==> config.mk <==
export PLATFORM = sky130hd
export DESIGN_NAME = xfer_count_ctl
export DESIGN_NICKNAME = d
export VERILOG_FILES = /design/src/rtl/xfc_pkg.sv /design/src/rtl/xfc_counter.sv /design/src/rtl/xfc_events.sv /design/src/rtl/xfc_align.sv /design/src/rtl/xfer_count_ctl.sv
export SDC_FILE = /design/constraint.sdc
export NUM_CORES = 1
export LEC_CHECK = 0
export ABC_AREA = 0
export BUFFER_PORTS_ARGS = -buffer_cell sky130_fd_sc_hd__buf_2
export CAP_MARGIN = 5
export CELL_PAD_IN_SITES_DETAIL_PLACEMENT = 1
export CELL_PAD_IN_SITES_GLOBAL_PLACEMENT = 1
export CORE_UTILIZATION = 25
export DETAILED_ROUTE_END_ITERATION = 8
export PLACE_DENSITY = 0.86
export SLEW_MARGIN = 20
export SYNTH_ARGS = -nofsm -noshare
export SYNTH_HDL_FRONTEND = slang
export SYNTH_SLANG_ARGS = --single-unit
==> constraint.sdc <==
create_clock -name clk -period 1.9 [get_ports clk]
set_input_delay 0.285 -clock clk [delete_from_list [all_inputs] [get_ports clk]]
set_output_delay 0.285 -clock clk [all_outputs]
set_load 0.05 [all_outputs]
==> src/rtl/xfc_pkg.sv <==
package xfc_pkg;
  typedef enum logic [1:0] {
    XM_NORMAL = 2'b00,
    XM_REPEAT = 2'b01,
    XM_BLOCK  = 2'b10,
    XM_ALT    = 2'b11
  } xfer_mode_e;
endpackage

==> src/rtl/xfc_counter.sv <==
module xfc_counter
  import xfc_pkg::*;
#(
  parameter int SEG_W = 8
) (
  input  logic               clk,
  input  logic               rst,
  input  logic               we,
  input  logic [2*SEG_W-1:0] wdata,
  input  logic               xfer,
  input  xfer_mode_e         mode,
  output logic [2*SEG_W-1:0] cnt_q,
  output logic               term
);
  localparam int CNT_W = 2 * SEG_W;

  logic [SEG_W-1:0] lo, hi;
  logic             split;

  assign lo    = cnt_q[SEG_W-1:0];
  assign hi    = cnt_q[CNT_W-1:SEG_W];
  assign split = (mode == XM_REPEAT) || (mode == XM_BLOCK);

  // Terminal decision for the current count (before this strobe applies)
  always_comb begin
    case (mode)
      XM_REPEAT: term = 1'b0;
      XM_BLOCK:  term = (lo == SEG_W'(1));
      default:   term = (cnt_q == CNT_W'(1));
    endcase
  end

  always_ff @(posedge clk) begin
    if (rst) begin
      cnt_q <= '0;
    end else if (we) begin
      cnt_q <= wdata;
    end else if (xfer) begin
      if (split) begin
        if (lo == SEG_W'(1)) cnt_q[SEG_W-1:0] <= hi;
        else                 cnt_q[SEG_W-1:0] <= lo - 1'b1;
      end else begin
        cnt_q <= cnt_q - 1'b1;
      end
    end
  end

  assert_load_R2: assert property (@(posedge clk) disable iff (rst)
    we |=> (cnt_q == $past(wdata)));

  assert_full_dec_R3: assert property (@(posedge clk) disable iff (rst)
    (xfer && !we && !split) |=> (cnt_q == CNT_W'($past(cnt_q) - 1'b1)));

  assert_reload_R4: assert property (@(posedge clk) disable iff (rst)
    (xfer && !we && split && (lo == SEG_W'(1))) |=>
      (cnt_q[SEG_W-1:0] == $past(cnt_q[CNT_W-1:SEG_W])));

  assert_hi_hold_R4: assert property (@(posedge clk) disable iff (rst)
    (xfer && !we && split) |=> (cnt_q[CNT_W-1:SEG_W] == $past(cnt_q[CNT_W-1:SEG_W])));
endmodule

==> src/rtl/xfc_events.sv <==
module xfc_events (
  input  logic clk,
  input  logic rst,
  input  logic xfer,
  input  logic term,
  input  logic chain,
  input  logic isel,
  output logic eoc_q,
  output logic irq_q,
  output logic clr_src_q,
  output logic clr_en_q
);
  logic fin;

  assign fin = xfer & term & ~chain;

  always_ff @(posedge clk) begin
    if (rst) begin
      eoc_q     <= 1'b0;
      irq_q     <= 1'b0;
      clr_src_q <= 1'b0;
      clr_en_q  <= 1'b0;
    end else begin
      eoc_q     <= fin;
      clr_src_q <= fin;
      clr_en_q  <= fin;
      irq_q     <= xfer & (isel | fin);
    end
  end

  assert_quiet_R11: assert property (@(posedge clk) disable iff (rst)
    !xfer |=> !(eoc_q || irq_q || clr_src_q || clr_en_q));

  assert_chain_hold_R7: assert property (@(posedge clk) disable iff (rst)
    (xfer && chain) |=> !(eoc_q || clr_src_q || clr_en_q));

  assert_isel_every_R8: assert property (@(posedge clk) disable iff (rst)
    (xfer && isel) |=> irq_q);

  assert_end_irq_R6: assert property (@(posedge clk) disable iff (rst)
    eoc_q |-> (irq_q && clr_src_q && clr_en_q));
endmodule

==> src/rtl/xfc_align.sv <==
module xfc_align #(
  parameter int ADDR_W     = 24,
  parameter int WORD_BYTES = 2
) (
  input  logic              clk,
  input  logic              rst,
  input  logic              word_size,
  input  logic [ADDR_W-1:0] src,
  input  logic [ADDR_W-1:0] dst,
  output logic              err_q
);
  localparam logic [ADDR_W-1:0] MASK = ADDR_W'(WORD_BYTES - 1);

  logic misal;
  assign misal = ((src & MASK) != '0) || ((dst & MASK) != '0);

  always_ff @(posedge clk) begin
    if (rst) err_q <= 1'b0;
    else     err_q <= word_size & misal;
  end

  assert_byte_ok_R10: assert property (@(posedge clk) disable iff (rst)
    !word_size |=> !err_q);

  assert_odd_src_R10: assert property (@(posedge clk) disable iff (rst)
    (word_size && src[0]) |=> err_q);
endmodule

==> src/rtl/xfer_count_ctl.sv <==
module xfer_count_ctl
  import xfc_pkg::*;
#(
  parameter int SEG_W  = 8,
  parameter int ADDR_W = 24
) (
  input  logic               clk,
  input  logic               rst,
  input  logic               cfg_we,
  input  logic [1:0]         cfg_mode,
  input  logic               cfg_chain,
  input  logic               cfg_isel,
  input  logic               cnt_we,
  input  logic [2*SEG_W-1:0] cnt_wdata,
  output logic [2*SEG_W-1:0] cnt_rdata,
  input  logic               xfer_done,
  input  logic               word_size,
  input  logic [ADDR_W-1:0]  src_addr,
  input  logic [ADDR_W-1:0]  dst_addr,
  output logic               end_of_count,
  output logic               cpu_irq,
  output logic               clr_src_flag,
  output logic               clr_enable,
  output logic               align_err
);
  xfer_mode_e mode_q;
  logic       chain_q, isel_q;
  logic       xfer_acc, term;

  always_ff @(posedge clk) begin
    if (rst) begin
      mode_q  <= XM_NORMAL;
      chain_q <= 1'b0;
      isel_q  <= 1'b0;
    end else if (cfg_we) begin
      mode_q  <= xfer_mode_e'(cfg_mode);
      chain_q <= cfg_chain;
      isel_q  <= cfg_isel;
    end
  end

  // A host write owns the cycle; the strobe is dropped
  assign xfer_acc = xfer_done & ~cnt_we;

  xfc_counter #(.SEG_W(SEG_W)) u_counter (
    .clk  (clk),
    .rst  (rst),
    .we   (cnt_we),
    .wdata(cnt_wdata),
    .xfer (xfer_acc),
    .mode (mode_q),
    .cnt_q(cnt_rdata),
    .term (term)
  );

  xfc_events u_events (
    .clk      (clk),
    .rst      (rst),
    .xfer     (xfer_acc),
    .term     (term),
    .chain    (chain_q),
    .isel     (isel_q),
    .eoc_q    (end_of_count),
    .irq_q    (cpu_irq),
    .clr_src_q(clr_src_flag),
    .clr_en_q (clr_enable)
  );

  xfc_align #(.ADDR_W(ADDR_W), .WORD_BYTES(2)) u_align (
    .clk      (clk),
    .rst      (rst),
    .word_size(word_size),
    .src      (src_addr),
    .dst      (dst_addr),
    .err_q    (align_err)
  );

  assert_write_wins_R2: assert property (@(posedge clk) disable iff (rst)
    (cnt_we && xfer_done) |=> !(cpu_irq || end_of_count));

  assert_repeat_no_end_R5: assert property (@(posedge clk) disable iff (rst)
    (mode_q == XM_REPEAT) |=> !end_of_count);
endmodule

==> metrics.yaml <==
ioPinCount: 95
path_cells: "or4_4 > or4_4 > mux2i_2 > o22ai_1"
preCtsSetupSlack_ns: -0.100
dieArea_um2: 5800
track_usage_pct: 17.8
finalSetupViolCount: 3
crit_path_frequent_cell: "or4_4"
numPortBuffers: 48
routed_wirelength_mm: 5.10
synth-edff-count: 0
worst_pin_slew_ns: 0.344
first_pass_iters: 4
violations: "negative setup slack"
syn_avg_cell_area_um2: 8.54
grt_setup_unrepaired: "true"
synth_top_area_share_pct: 33.5
final_area_um2: 1950
critPathMaxStageDelay_ns: 0.60
detailedPlacementHpwl_mm: 3.66
grt_max_degree: 25
final.setup.tns_ns: -0.0616
syn_inst: 161
layout.nets: 301
synth_top_area_cell: "dfxtp_1"
synth.area.top_cells: "dfxtp_1 (33%), mux2i_1 (5.8%), xnor2_1 (4.5%)"
worst_skew_pair.late_latency_ns: 0.27
peakVddDrop_uv: 264
fin_util_pct: 37.5
hp-class: "input pin to flip-flop"
worst-setup-path-type: "flip-flop to flip-flop"
start_util_pct: 26.4
antenna_found_initial: 0
gr-total-overflow: 0
gp_congestion: 0.827
grt_pass1_wl_mm: 8.09
drive_gt1_share_pct: 45.3
cp_top_family: "simple AND/OR/NAND/NOR gates"
worst_ep_arrival_time_ns: 2.08
numClockSinks: 23
synth_fp_nets: 238
endpoint_kind: "flip-flop"
ant_nets: 0
synth_cell_types: 47
area_growth_pct: 41.8
max_freq_mhz: 519
netlist_area_um2: 1380
ys.flop_type: "dfxtp_1"
async_flop_share_pct: 0
drc: 0
cts_tree: "yes"
h-tree-depth: 1
cts_hold_buf: 0
post_drt_via_cell_ratio: 5.25
cts_buffers: 3
path_clk_slew_ns: 0.08
cts_setup_buffers: 0
p_leak_nw: 0.842
cap_violations: 0
cp_num_buf_inv: 0
worst_slack_ns: -0.0260
die_w_um: 76.2
path_max_fanout: 5
cts_buffer_depth: 2
wire_per_inst_um: 17.4
diodes: 0
grt_pass1_vias: 1620
fp.dieH_um: 76.2
ys_seq_area_share_pct: 33.5
placed_cell_area_um2: 1820
min_period_ns: 1.93
p_per_area_nw_per_um2: 729
ys.warnings.count: 0
core_area_um2: 5200
relSlewSlack_pct: 76.9
final_max_slew_viol_count: 0
total_power_mw: 1.42
worst_path_max_delay_cell: "or4_4"
drt_iter0_drc: 70
final-hold-violation-count: 0
clock-root-buffer: "clkbuf_8"
rows: 26
skew_ns: 0.00238
final.period_utilization_pct: 101
num_vias: 1538
worstSetupStartpointType: "flip-flop"
run_status: "complete, but fails checks"
synth-seq-cells: 23
cp.required_ns: 2.05
==> layer usage <==
metal,routed length [um],GRT usage (%),vias to the layer above
met5,0,0,-
met4,95,6.35,0
met3,277,3.83,9
met2,2580,32.5,64
met1,2150,20.2,751
li1,-,-,714
==> where the power goes <==
part | switching, mW | total [mW] | internal (mW)
Combinational | 0.341 | 0.549 | 0.208
Clock | 0.172 | 0.322 | 0.151
Sequential | 0.0319 | 0.550 | 0.518
Total | 0.545 | 1.42 | 0.877
==> through the flow <==
step | std cells | hold WS, ns
3_5_place_dp | 289 | 0.466
6_report | 293 | 0.241
3_3_place_gp | 289 | 0.443
4_1_cts | 293 | 0.247
2_1_floorplan | 161 | 0.375
5_1_grt | 293 | 0.255
==> logic make-up (layout without fill, tap and decap cells) <==
family	after synthesis	in the layout	synth area share (%)
buf+inv	17	79	6.64
flops	23	23	33.5
simple gates	66	66	27.6
mux	9	9	6.64
xor+xnor	10	10	6.37
compound gates	33	33	16.6
fa+ha+maj	3	3	2.73
==> registers in the layout, summed over array words and instances (netlist names) <==
signal	count
chain_q	1
isel_q	1
mode_q	2
u_align.err_q	1
u_counter.cnt_q	16
u_events.eoc_q	1
u_events.irq_q	1
==> tightest hold or removal path: cells and delay by family <==
family / cells / cell delay, ns
buf+inv: 1 / 0.07
simple gates: 1 / 0.07
mux: 1 / 0.05
==> timing repair <==
action	4_1_cts	5_1_grt
endpoints found under the setup margin	8	12
pin swaps	7	4
gates resized for setup	9	9
==> cell usage after synthesis (2+ instances only) <==
cell and number:
xnor2_1 7, clkbuf_1 4, dfxtp_1 23, a21oi_1 8, xor2_1 3, or4_1 4, o22ai_1 7, nor2_1 16
a211oi_1 2, nor3b_1 6, a2111oi_0 2, mux2i_1 8, dlygate4sd1_1 2, nand2_1 9, a31oi_1 2, buf_4 2
inv_1 5, nor2b_1 2, nor4_1 8, or3b_2 3, nor3_1 7, and4_1 2, ha_1 3, o21ai_0 2
and3_1 2
==> area by class of cell <==
cell class,instances,area (um2)
inverter,5,18.8
clock buffer,4,45.0
sequential,23,473
multi-input combinational,121,920
fill,653,3260
timing repair buffer,70,405
tap,70,87.6
==> cells in the final DEF, fill, tap and decap left out, types with 4 or more instances in the layout <==
| cell | synthesis | routed |
|---|---|---|
| buf_4 | 2 | 22 |
| nor3b_1 | 6 | 6 |
| mux2i_1 | 8 | 7 |
| nor2_1 | 16 | 16 |
| o22ai_1 | 7 | 7 |
| buf_2 | 1 | 48 |
| nor3_1 | 7 | 6 |
| nor4_2 | 0 | 4 |
| dfxtp_1 | 23 | 17 |
| a21oi_1 | 8 | 8 |
| xnor2_1 | 7 | 7 |
| inv_1 | 5 | 4 |
| dfxtp_2 | 0 | 4 |
| nand2_1 | 9 | 9 |
==> path summary, 6_finish.rpt <==
path	startpoint	end	slack (ns)	depth (start not counted)
worst max-delay path	u_counter.cnt_q[2]	u_counter.cnt_q[0]	-0.03	4
worst max register to register	u_counter.cnt_q[2]	u_counter.cnt_q[0]	-0.03	4
worst min-delay path	cfg_mode[1]	mode_q[1]	0.24	3
worst min register to register	isel_q	u_events.irq_q	0.47	1
(Power assumes the default switching activity.)
